$ cat config.mk
export PLATFORM = sky130hd
export DESIGN_NAME = icol_collector
export DESIGN_NICKNAME = d
export VERILOG_FILES = /design/src/rtl/icol_pkg.sv /design/src/rtl/icol_decode.sv /design/src/rtl/icol_ctl_bank.sv /design/src/rtl/icol_pend_bank.sv /design/src/rtl/icol_select.sv /design/src/rtl/icol_collector.sv
export SDC_FILE = /design/constraint.sdc
export NUM_CORES = 2
export LEC_CHECK = 0
export BUFFER_PORTS_ARGS = -buffer_cell sky130_fd_sc_hd__buf_2
export CAP_MARGIN = 20
export CORE_MARGIN = 10
export CORE_UTILIZATION = 45
export CTS_CLUSTER_SIZE = 8
export DETAILED_ROUTE_END_ITERATION = 10
export PLACE_DENSITY = 0.69
export SLEW_MARGIN = 25
export SYNTH_ARGS = -nofsm -noshare
export SYNTH_HDL_FRONTEND = slang
export SYNTH_HIERARCHICAL = 1
export SYNTH_SLANG_ARGS = --single-unit
$ cat constraint.sdc
create_clock -name clk_i -period 223.3 [get_ports clk_i]
set_clock_uncertainty 0.15 [all_clocks]
set_input_delay 44.66 -clock clk_i [delete_from_list [all_inputs] [get_ports clk_i]]
set_output_delay 44.66 -clock clk_i [all_outputs]
set_load 0.01 [all_outputs]
$ cat src/rtl/icol_pkg.sv
`timescale 1ns/1ps
package icol_pkg;

   localparam int unsigned WORD_W = 32;
   localparam int unsigned LANE_W = 8;
   localparam int unsigned LANES  = WORD_W / LANE_W;
   localparam int unsigned EN_POS = 2;
   localparam int unsigned PRIO_W = 2;

   localparam int unsigned GRP_VECTOR = 0;
   localparam int unsigned GRP_LVLACK = 1;
   localparam int unsigned GRP_GCTRL  = 2;
   localparam int unsigned GRP_STAT   = 3;

   typedef enum logic [1:0] {
      ALIAS_STORE = 2'd0,
      ALIAS_OR    = 2'd1,
      ALIAS_ANDN  = 2'd2,
      ALIAS_XOR   = 2'd3
   } alias_e;

   typedef enum logic [2:0] {
      RG_NONE   = 3'd0,
      RG_VECTOR = 3'd1,
      RG_LVLACK = 3'd2,
      RG_GCTRL  = 3'd3,
      RG_STAT   = 3'd4,
      RG_SRCCTL = 3'd5,
      RG_PCLR   = 3'd6
   } region_e;

   function automatic logic alias_bit(alias_e op, logic cur, logic wd);
      logic r;
      case (op)
         ALIAS_STORE: r = wd;
         ALIAS_OR:    r = cur | wd;
         ALIAS_ANDN:  r = cur & ~wd;
         default:     r = cur ^ wd;
      endcase
      return r;
   endfunction

   function automatic logic [WORD_W-1:0] alias_word(alias_e op,
                                                    logic [WORD_W-1:0] cur,
                                                    logic [WORD_W-1:0] wd);
      logic [WORD_W-1:0] r;
      for (int b = 0; b < WORD_W; b++) r[b] = alias_bit(op, cur[b], wd[b]);
      return r;
   endfunction

endpackage

$ cat src/rtl/icol_decode.sv
`timescale 1ns/1ps
module icol_decode import icol_pkg::*; #(
   parameter int unsigned ADDR_W      = 12,
   parameter int unsigned CTL_IW      = 5,
   parameter int unsigned PCLR_IW     = 2,
   parameter int unsigned CTL_BASE_G  = 32,
   parameter int unsigned PCLR_BASE_G = 64
) (
   input  logic [ADDR_W-1:2]  addr_i,
   output region_e            region_o,
   output alias_e             op_o,
   output logic [CTL_IW-1:0]  ctl_idx_o,
   output logic [PCLR_IW-1:0] pclr_idx_o
);

   localparam int unsigned GRP_W = ADDR_W - 4;

   logic [GRP_W-1:0] grp;
   logic             hit_ctl;
   logic             hit_pclr;

   assign grp        = addr_i[ADDR_W-1:4];
   assign op_o       = alias_e'(addr_i[3:2]);
   assign ctl_idx_o  = grp[CTL_IW-1:0];
   assign pclr_idx_o = grp[PCLR_IW-1:0];

   // Each indexed region is aligned to its own size, so the upper group
   // bits name the region and the lower bits index into it.
   assign hit_ctl  = (grp[GRP_W-1:CTL_IW]
                      == (GRP_W-CTL_IW)'(CTL_BASE_G >> CTL_IW));
   assign hit_pclr = (grp[GRP_W-1:PCLR_IW]
                      == (GRP_W-PCLR_IW)'(PCLR_BASE_G >> PCLR_IW));

   always_comb begin
      region_o = RG_NONE;
      if (hit_ctl)                          region_o = RG_SRCCTL;
      else if (hit_pclr)                    region_o = RG_PCLR;
      else if (grp == GRP_W'(GRP_VECTOR))   region_o = RG_VECTOR;
      else if (grp == GRP_W'(GRP_LVLACK))   region_o = RG_LVLACK;
      else if (grp == GRP_W'(GRP_GCTRL))    region_o = RG_GCTRL;
      else if (grp == GRP_W'(GRP_STAT))     region_o = RG_STAT;
   end

endmodule

$ cat src/rtl/icol_ctl_bank.sv
`timescale 1ns/1ps
module icol_ctl_bank import icol_pkg::*; #(
   parameter int unsigned NUM_SRC = 128,
   parameter int unsigned CTL_IW  = 5
) (
   input  logic                                   clk_i,
   input  logic                                   rst_ni,
   input  logic                                   wr_i,
   input  alias_e                                 op_i,
   input  logic [CTL_IW-1:0]                      idx_i,
   input  logic [WORD_W-1:0]                      wdata_i,
   output logic [NUM_SRC/LANES-1:0][WORD_W-1:0]   words_o,
   output logic [NUM_SRC-1:0]                     en_o,
   output logic [NUM_SRC-1:0][PRIO_W-1:0]         prio_o
);

   localparam int unsigned NUM_CTL = NUM_SRC / LANES;

   logic [NUM_CTL-1:0][WORD_W-1:0] word_q;

   always_ff @(posedge clk_i or negedge rst_ni) begin
      if (!rst_ni) begin
         word_q <= '0;
      end else if (wr_i) begin
         for (int w = 0; w < NUM_CTL; w++) begin
            if (idx_i == CTL_IW'(w)) word_q[w] <= alias_word(op_i, word_q[w], wdata_i);
         end
      end
   end

   assign words_o = word_q;

   for (genvar s = 0; s < NUM_SRC; s++) begin : g_field
      localparam int unsigned WI = s / LANES;
      localparam int unsigned LB = (s % LANES) * LANE_W;
      assign en_o[s]   = word_q[WI][LB + EN_POS];
      assign prio_o[s] = word_q[WI][LB +: PRIO_W];
   end

endmodule

$ cat src/rtl/icol_pend_bank.sv
`timescale 1ns/1ps
module icol_pend_bank import icol_pkg::*; #(
   parameter int unsigned NUM_SRC = 128,
   parameter int unsigned PCLR_IW = 2
) (
   input  logic                                   clk_i,
   input  logic                                   rst_ni,
   input  logic [NUM_SRC-1:0]                     src_i,
   input  logic [NUM_SRC-1:0]                     en_i,
   input  logic                                   clr_wr_i,
   input  logic [PCLR_IW-1:0]                     idx_i,
   input  logic [WORD_W-1:0]                      wdata_i,
   output logic [NUM_SRC-1:0]                     pend_o,
   output logic [NUM_SRC/WORD_W-1:0][WORD_W-1:0]  words_o
);

   logic [NUM_SRC-1:0] pend_q;
   logic [NUM_SRC-1:0] clr_mask;

   for (genvar s = 0; s < NUM_SRC; s++) begin : g_clr
      assign clr_mask[s] = clr_wr_i && (idx_i == PCLR_IW'(s / WORD_W))
                           && wdata_i[s % WORD_W];
   end

   // Latch while enabled; a clear in the same cycle takes precedence.
   always_ff @(posedge clk_i or negedge rst_ni) begin
      if (!rst_ni) pend_q <= '0;
      else         pend_q <= (pend_q | (src_i & en_i)) & ~clr_mask;
   end

   assign pend_o  = pend_q;
   assign words_o = pend_q;

endmodule

$ cat src/rtl/icol_select.sv
`timescale 1ns/1ps
module icol_select import icol_pkg::*; #(
   parameter int unsigned NUM_SRC   = 128,
   parameter int unsigned ID_W      = 7,
   parameter bit          PRIO_RANK = 1'b1
) (
   input  logic [NUM_SRC-1:0]             act_i,
   input  logic [NUM_SRC-1:0][PRIO_W-1:0] prio_i,
   output logic                           valid_o,
   output logic [ID_W-1:0]                id_o
);

   logic [NUM_SRC-1:0][PRIO_W-1:0] lvl;

   if (PRIO_RANK) begin : g_ranked
      assign lvl = prio_i;
   end else begin : g_flat
      logic unused_prio;
      assign unused_prio = ^prio_i;
      assign lvl = '0;
   end

   // Scan from the top down; ">=" lets a lower index take over a tie.
   always_comb begin
      logic              found;
      logic [PRIO_W-1:0] best;
      found = 1'b0;
      best  = '0;
      id_o  = '0;
      for (int i = NUM_SRC - 1; i >= 0; i--) begin
         if (act_i[i] && (!found || lvl[i] >= best)) begin
            found = 1'b1;
            best  = lvl[i];
            id_o  = ID_W'(i);
         end
      end
      valid_o = found;
   end

endmodule

$ cat src/rtl/icol_collector.sv
`timescale 1ns/1ps
module icol_collector import icol_pkg::*; #(
   parameter int unsigned NUM_SRC   = 128,
   parameter int unsigned ADDR_W    = 12,
   parameter bit          PRIO_RANK = 1'b1
) (
   input  logic                clk_i,
   input  logic                rst_ni,
   input  logic [ADDR_W-1:2]   addr_i,
   input  logic                wr_en_i,
   input  logic [WORD_W-1:0]   wdata_i,
   input  logic                rd_en_i,
   output logic [WORD_W-1:0]   rdata_o,
   input  logic [NUM_SRC-1:0]  src_i,
   output logic                irq_o
);

   localparam int unsigned ID_W        = $clog2(NUM_SRC);
   localparam int unsigned NUM_CTL     = NUM_SRC / LANES;
   localparam int unsigned NUM_PCLR    = NUM_SRC / WORD_W;
   localparam int unsigned CTL_IW      = $clog2(NUM_CTL);
   localparam int unsigned PCLR_IW     = $clog2(NUM_PCLR);
   localparam int unsigned CTL_BASE_G  = (NUM_CTL > 16) ? NUM_CTL : 16;
   localparam int unsigned PCLR_BASE_G = 2 * CTL_BASE_G;
   localparam int unsigned GRP_W       = ADDR_W - 4;

   if (NUM_SRC < 64 || (NUM_SRC & (NUM_SRC - 1)) != 0) begin : g_bad_count
      $error("icol_collector: NUM_SRC must be a power of two, at least 64");
   end
   if (ADDR_W < 8 || (PCLR_BASE_G + NUM_PCLR) > (1 << GRP_W)) begin : g_bad_addr
      $error("icol_collector: ADDR_W too small for the register map");
   end

   region_e                        region;
   alias_e                         op;
   logic [CTL_IW-1:0]              ctl_idx;
   logic [PCLR_IW-1:0]             pclr_idx;
   logic [NUM_CTL-1:0][WORD_W-1:0] ctl_words;
   logic [NUM_PCLR-1:0][WORD_W-1:0] pclr_words;
   logic [NUM_SRC-1:0]             en_vec;
   logic [NUM_SRC-1:0][PRIO_W-1:0] prio_vec;
   logic [NUM_SRC-1:0]             pend;
   logic [NUM_SRC-1:0]             active;
   logic                           sel_valid;
   logic [ID_W-1:0]                sel_id;

   logic                           gen_en;
   logic                           gen_d;
   logic [ID_W-1:0]                vec_q;
   logic [ID_W-1:0]                vec_d;
   logic                           in_svc;
   logic                           stat_rd;
   logic                           ack_wr;
   logic [WORD_W-1:0]              rd_mux;
   logic [WORD_W-1:0]              stat_word;

   icol_decode #(
      .ADDR_W      (ADDR_W),
      .CTL_IW      (CTL_IW),
      .PCLR_IW     (PCLR_IW),
      .CTL_BASE_G  (CTL_BASE_G),
      .PCLR_BASE_G (PCLR_BASE_G)
   ) u_dec (
      .addr_i     (addr_i),
      .region_o   (region),
      .op_o       (op),
      .ctl_idx_o  (ctl_idx),
      .pclr_idx_o (pclr_idx)
   );

   icol_ctl_bank #(
      .NUM_SRC (NUM_SRC),
      .CTL_IW  (CTL_IW)
   ) u_ctl (
      .clk_i   (clk_i),
      .rst_ni  (rst_ni),
      .wr_i    (wr_en_i && region == RG_SRCCTL),
      .op_i    (op),
      .idx_i   (ctl_idx),
      .wdata_i (wdata_i),
      .words_o (ctl_words),
      .en_o    (en_vec),
      .prio_o  (prio_vec)
   );

   icol_pend_bank #(
      .NUM_SRC (NUM_SRC),
      .PCLR_IW (PCLR_IW)
   ) u_pend (
      .clk_i    (clk_i),
      .rst_ni   (rst_ni),
      .src_i    (src_i),
      .en_i     (en_vec),
      .clr_wr_i (wr_en_i && region == RG_PCLR),
      .idx_i    (pclr_idx),
      .wdata_i  (wdata_i),
      .pend_o   (pend),
      .words_o  (pclr_words)
   );

   assign active = pend & en_vec;

   icol_select #(
      .NUM_SRC   (NUM_SRC),
      .ID_W      (ID_W),
      .PRIO_RANK (PRIO_RANK)
   ) u_sel (
      .act_i   (active),
      .prio_i  (prio_vec),
      .valid_o (sel_valid),
      .id_o    (sel_id)
   );

   assign stat_rd = rd_en_i && region == RG_STAT;
   assign ack_wr  = wr_en_i && region == RG_LVLACK && wdata_i[0];
   assign gen_d   = alias_bit(op, gen_en, wdata_i[0]);

   always_comb begin
      for (int b = 0; b < ID_W; b++) vec_d[b] = alias_bit(op, vec_q[b], wdata_i[b]);
   end

   assign stat_word = {sel_valid, {(WORD_W-1-ID_W){1'b0}}, sel_id};

   always_comb begin
      case (region)
         RG_VECTOR: rd_mux = {{(WORD_W-ID_W){1'b0}}, vec_q};
         RG_GCTRL:  rd_mux = {{(WORD_W-1){1'b0}}, gen_en};
         RG_STAT:   rd_mux = stat_word;
         RG_SRCCTL: rd_mux = ctl_words[ctl_idx];
         RG_PCLR:   rd_mux = pclr_words[pclr_idx];
         default:   rd_mux = '0;
      endcase
   end

   always_ff @(posedge clk_i or negedge rst_ni) begin
      if (!rst_ni) begin
         gen_en  <= 1'b0;
         vec_q   <= '0;
         in_svc  <= 1'b0;
         rdata_o <= '0;
      end else begin
         if (wr_en_i && region == RG_GCTRL)  gen_en <= gen_d;
         if (wr_en_i && region == RG_VECTOR) vec_q  <= vec_d;
         if (stat_rd && sel_valid)           in_svc <= 1'b1;
         else if (ack_wr)                    in_svc <= 1'b0;
         rdata_o <= rd_en_i ? rd_mux : '0;
      end
   end

   assign irq_o = gen_en && sel_valid && !in_svc;

endmodule

## Yosys cells after proc, flatten, opt, wreduce, memory -nomap -nowiden

Cells that the tools add are included.

- Bits in registers: 1193
- Input port bits: 174

- Magnitude comparators: 129
- Equality and inequality tests: 47
- Multiplexer cells: 1429
- Bitwise logic cells: 3133
- Reduce and logical (&&, ||, !) cells: 561

Operators by type and width:

| kind | number |
|---|---|
| 1-bit one-hot mux with 3 select lines | 1032 |
| 1-bit AND | 1032 |
| 1-bit bitwise OR | 1032 |
| 1-bit XOR | 1032 |
| 7-bit two-way mux | 128 |
| 128-bit AND | 3 |
| 1-bit logical AND | 269 |
| 2-bit >= comparator | 127 |
| 2-bit two-way mux | 127 |
| 32-bit binary-select mux with 5-bit select | 1 |
| 32-bit one-hot mux with 5 select lines | 1 |
| 1-bit two-way mux | 130 |
| 1-bit logical NOT | 128 |
| 128-bit NOT | 1 |
| 128-bit bitwise OR | 1 |
| 1-bit logical OR | 127 |
| 32-bit two-way mux | 3 |
| 5-bit == test, second input constant | 16 |
| 32-bit binary-select mux with 2-bit select | 1 |
| 2-bit AND reduction | 32 |
| 5-bit by 4-bit == test with 1-bit output, second input constant | 8 |
| 1-bit NOT | 32 |
| 5-bit by 3-bit == test with 1-bit output, second input constant | 4 |
| 3-bit two-way mux | 6 |
| 16 further kinds | 26 |

## Depth between registers and ports, before layout

- Word-level depth: 512
- Mapped depth: 888
- Gate-level depth less buffers: 888

## Cells and area by module

The synthesis kept the hierarchy.

Modules (own cells, without submodules):

| module | times used | cells an instance | area each (um2) | seq. area each (um2) |
|---|---|---|---|---|
| icol_ctl_bank | 1 | 8056 | 98688.4 | 25624.6 |
| icol_select | 1 | 2112 | 13396.6 | 0.0 |
| icol_collector | 1 | 1249 | 12599.6 | 1026.0 |
| icol_pend_bank | 1 | 531 | 5594.1 | 3203.1 |
| icol_decode | 1 | 19 | 153.9 | 0.0 |

## Worst setup path before layout

No wires, ideal clock.

- Path kind: reg-to-reg
- Start: reg u_ctl.word_q, in the netlist u_ctl/en_o[127]
- End: reg rdata_o[6]
- Arrival: 156198 ps
- Required time: 223066 ps
- Setup slack: 66868 ps
- Stages on the path, launching flop included: 818
- Buffers on the path: 0
- Clock period less this slack: 156432 ps
- Cells stage by stage: dfrtp_1 > and2_1 > and2_1 > ha_1 > nor2b_1 > a2bb2oi_1 > mux2_2 > ha_1 > nand2b_1 > a21oi_1 > nor2_1 > a21oi_1 > o21ai_0 > ha_1 > nor3b_1 > a2bb2oi_1 > o21ai_0 > o21a_1 > [... 782 more ...] > nand2b_1 > a21oi_1 > o21ai_0 > nand2_1 > o22ai_1 > a31o_1 > ha_1 > nand2b_1 > a21o_1 > o21ai_0 > and2_1 > nand4_1 > or3_1 > nor4_1 > mux2i_1 > nor2_1 > a21oi_1 > o22ai_1

RTL lines:

| item | line | source |
|---|---|---|
| from (decl) | icol_ctl_bank.sv:19 | `logic [NUM_CTL-1:0][WORD_W-1:0] word_q;` |
| from (signal, indexed assignment) | icol_ctl_bank.sv:26 | `if (idx_i == CTL_IW'(w)) word_q[w] <= alias_word(op_i, word_q[w], wdata_i);` |
| to (signal assigned) | icol_collector.sv:146 | `rdata_o <= rd_en_i ? rd_mux : '0;` |
| to (decl) | icol_collector.sv:13 | `output logic [WORD_W-1:0] rdata_o,` |

==> run_summary.xml <==
<?xml version="1.0" encoding="UTF-8"?>
<metrics>
  <group name="sta">
    <metric name="final_critical_period" unit="ns">183.17</metric>
    <metric name="final_max_slew_viols" unit="">0</metric>
    <metric name="finalSetupViolCount" unit="">0</metric>
    <metric name="timing.setup.tns" unit="ns">0</metric>
    <metric name="fmaxAchievable" unit="MHz">5.46</metric>
    <metric name="tightestPinTransition" unit="ns">1.17</metric>
    <metric name="grt_setup_unrepaired" unit="">no</metric>
    <metric name="setup_slack" unit="ns">40.13</metric>
    <metric name="hold_violations" unit="">0</metric>
    <metric name="post-route-period-util" unit="">0.820</metric>
    <metric name="relative_slew_slack" unit="">0.213</metric>
  </group>
  <group name="placement">
    <metric name="place.gp.congestion" unit="">1.00</metric>
    <metric name="post-place-ws" unit="ns">45.31</metric>
    <metric name="dp.cells" unit="">15026</metric>
    <metric name="place.port_buffers" unit="">206</metric>
    <metric name="place_hpwl" unit="µm">293000</metric>
  </group>
  <group name="synthesis">
    <metric name="edff_count_synth" unit="">0</metric>
    <metric name="portion_of_synthesized_cell_area_occupied_by_the_leading_cell_type" unit="">0.229</metric>
    <metric name="syn_nets" unit="">14338</metric>
    <metric name="postSynthRegisterBits" unit="">1193</metric>
    <metric name="share_of_synthesized_registers_carrying_an_async_set_or_reset" unit="">1.00</metric>
    <metric name="netlist_top_cells_area" unit="">dfrtp_1 (23%), ha_1 (21%), mux4_2 (20%), mux2_2 (9.4%), inv_1 (6.6%)</metric>
    <metric name="post-synth-top-area-cell" unit="">dfrtp_1</metric>
    <metric name="post_synth_num_cell_types" unit="">116</metric>
    <metric name="commonest_cells_in_the_netlist" unit="">inv_1 (2,293), ha_1 (2,197), dfrtp_1 (1,193)</metric>
    <metric name="post-synth-top-count-cell" unit="">inv_1</metric>
    <metric name="synth_flop_cell" unit="">dfrtp_1</metric>
    <metric name="synthesis.yosys.warnings" unit="">6</metric>
    <metric name="mean_cell_area_of_the_mapped_netlist" unit="µm²">10.9</metric>
    <metric name="seq_area_frac_synth" unit="">0.229</metric>
    <metric name="netlist_area" unit="µm²">130000</metric>
    <metric name="syn-instance-count" unit="">11967</metric>
  </group>
  <group name="clock_tree">
    <metric name="holdBufCountCts" unit="">0</metric>
    <metric name="worst_skew_pair.late_latency" unit="ns">0.87</metric>
    <metric name="cts_num_sinks" unit="">1193</metric>
    <metric name="cts_root_buffer" unit="">clkbuf_16</metric>
    <metric name="cts_setup_buffers" unit="">0</metric>
    <metric name="cts.htree.levels" unit="">4</metric>
    <metric name="ctsLongestPathBuffers" unit="">4</metric>
    <metric name="worst_setup_hold_path_clk_slew" unit="ns">0.06</metric>
    <metric name="tritoncts.num_buffers" unit="">178</metric>
    <metric name="post_cts.resized_instances" unit="">0</metric>
    <metric name="cts_tree" unit="">built</metric>
  </group>
  <group name="grt">
    <metric name="grt_max_degree" unit="">145</metric>
    <metric name="grt_antenna_before_repair" unit="">36</metric>
    <metric name="grt_pass1_wl" unit="µm">637000</metric>
    <metric name="grt_remaining_overflow" unit="">0</metric>
    <metric name="first_global_vias" unit="">92495</metric>
    <metric name="grt_usage" unit="">0.272</metric>
  </group>
  <group name="die">
    <metric name="rows" unit="">197</metric>
    <metric name="die-height" unit="µm">558</metric>
    <metric name="initial_core_utilization" unit="">0.452</metric>
    <metric name="pin_count" unit="">207</metric>
    <metric name="fp.dieArea" unit="µm²">312000</metric>
    <metric name="die_w" unit="µm">558</metric>
    <metric name="core_region_area" unit="µm²">288000</metric>
  </group>
  <group name="worst_setup_path">
    <metric name="cp_max_fo" unit="">8</metric>
    <metric name="r2r_end" unit="">rdata_o[6]</metric>
    <metric name="worst_r2r_path_depth" unit="">819</metric>
    <metric name="worst_ep_required_time" unit="ns">223.94</metric>
    <metric name="startpoint_type" unit="">flop</metric>
    <metric name="setup.reg_to_reg.worst_slack" unit="ns">40.13</metric>
    <metric name="critical_path.max_stage_delay" unit="ns">0.77</metric>
    <metric name="path_common_cell" unit="">ha_1</metric>
    <metric name="startpoint" unit="">u_ctl/en_o[127]</metric>
    <metric name="timing_worst_setup_path_type" unit="">reg -&gt; reg</metric>
    <metric name="endpoint_kind" unit="">flop</metric>
    <metric name="critPathSlowestCell" unit="">nor4_1</metric>
    <metric name="critical_path_arrival" unit="ns">183.81</metric>
    <metric name="reg2reg_from" unit="">u_ctl/en_o[127]</metric>
    <metric name="setup.worst_path.end" unit="">rdata_o[6]</metric>
  </group>
  <group name="finish">
    <metric name="instances_no_fill" unit="">15241</metric>
    <metric name="layout.nets" unit="">13797</metric>
    <metric name="layout-area-overhead-vs-synth" unit="%">4.37</metric>
    <metric name="final_core_util" unit="">0.472</metric>
    <metric name="post_route_cells_drive_above_1_share" unit="">0.265</metric>
  </group>
  <group name="drt">
    <metric name="routed_wire_length_per_instance" unit="µm">28.6</metric>
    <metric name="drcViolationCount" unit="">0</metric>
    <metric name="drt-total-wl" unit="µm">436000</metric>
    <metric name="routed-via-count" unit="">94897</metric>
    <metric name="route.detailed.vias_per_inst" unit="">6.23</metric>
    <metric name="drt-pass1-iter-count" unit="">8</metric>
    <metric name="ant_nets" unit="">0</metric>
    <metric name="dr.first_iter.drc_count" unit="">10788</metric>
  </group>
  <group name="outcome">
    <metric name="outcome" unit="">finished clean</metric>
  </group>
  <group name="power">
    <metric name="peak_supply_drop" unit="V">0.00000604</metric>
    <metric name="leakagePower" unit="nW">65.6</metric>
    <metric name="power_density" unit="nW/µm²">4.40</metric>
  </group>
  <group name="job">
    <metric name="maxCapViolCount" unit="">0</metric>
  </group>
  <group name="min_path">
    <metric name="min_path_type" unit="">reg -&gt; reg</metric>
  </group>
</metrics>
sequential cells by signal, summed over array words and instances, names as in the netlist:
| register | count |
|---|---|
| u_ctl/words_o | 640 |
| in_svc | 1 |
| u_ctl/prio_o | 256 |
| u_ctl/en_o | 128 |
| vec_q | 7 |
| rdata_o | 32 |
| gen_en | 1 |
| u_pend/pend_o | 128 |
stage by stage:
step	hold WS [ns]	area [µm²]	total power [mW]
after floorplan	0.339	130000	0.310
after global placement	0.369	131000	0.344
after detailed placement	0.381	131000	0.348
after CTS	0.401	136000	0.599
after global routing	0.426	136000	0.618
final	0.401	136000	0.599
per-layer routing:
layer / global-route usage / share of wire
met2: 0.406 / 0.43
met1: 0.355 / 0.39
met5: 0 / 0.00012
met4: 0.187 / 0.084
met3: 0.0546 / 0.089
worst max-delay path: cells and delay by family (launching register included):
| family | cells | cell delay (ns) |
|---|---|---|
| AO/OA/AOI/OAI | 299 | 75.44 |
| multiplexers | 36 | 12.95 |
| flip-flops | 1 | 0.42 |
| buffers and inverters | 17 | 1.54 |
| AND/OR/NAND/NOR | 302 | 47.15 |
| adder cells (fa/ha/maj) | 148 | 41.42 |
power breakdown:
part           internal, mW  switching [mW]
registers             0.222         0.00986
logic                0.0494          0.0660
clock network         0.144           0.108
cell usage in the layout, fill, tap and decap left out, types with 20 or more instances in the layout:
cell / count
inv_1: 2261
ha_1: 2197
dfrtp_1: 1193
mux4_2: 1152
mux2_2: 1084
a21oi_1: 387
mux2i_1: 339
nand2_1: 336
buf_2: 201
nor2_1: 194
clkbuf_16: 180
buf_4: 178
and2_1: 165
o21ai_0: 141
nand2b_1: 128
a22oi_1: 77
nor3_1: 76
nand3_1: 75
nor2b_1: 63
a211oi_1: 58
a22o_1: 56
a221oi_1: 55
o22ai_1: 54
nor4_1: 37
a31oi_1: 32
o31ai_1: 31
o211ai_1: 30
or3_1: 29
inv_2: 28
and3_1: 27
a21o_1: 27
o21a_1: 24
maj3_1: 24
o41ai_2: 22
nand4_1: 20
area by class of cell:
type / instances / area [µm²]
multi-input cells: 7359 / 85500
inverters: 2294 / 8620
flip-flops and latches: 1193 / 29900
clock inverters: 9 / 119
clock buffers: 192 / 4580
well taps: 3781 / 4730
repair buffers: 400 / 2730
diodes: 13 / 32.5
fillers: 25935 / 152000
cells by family after synthesis:
logic type,share of synthesized area
compound gates,0.0685
buf+inv,0.118
flops,0.229
fa+ha+maj,0.213
mux,0.320
simple gates,0.0519
xor+xnor,0.0000672
worst min path at each step:
| stage | start | end | slack [ns] | depth (start not counted) |
|---|---|---|---|---|
| 2_1_floorplan | in_svc | in_svc | 0.34 | 2 |
| 3_3_place_gp | u_pend/pend_o[76] | u_pend/pend_o[76] | 0.37 | 2 |
| 3_5_place_dp | in_svc | in_svc | 0.38 | 2 |
| 4_1_cts | u_pend/pend_o[64] | u_pend/pend_o[64] | 0.40 | 2 |
| 5_1_grt | in_svc | in_svc | 0.43 | 2 |
| 6_report | u_pend/pend_o[89] | u_pend/pend_o[89] | 0.40 | 2 |
Note: power is estimated with default switching activity, not from simulation.
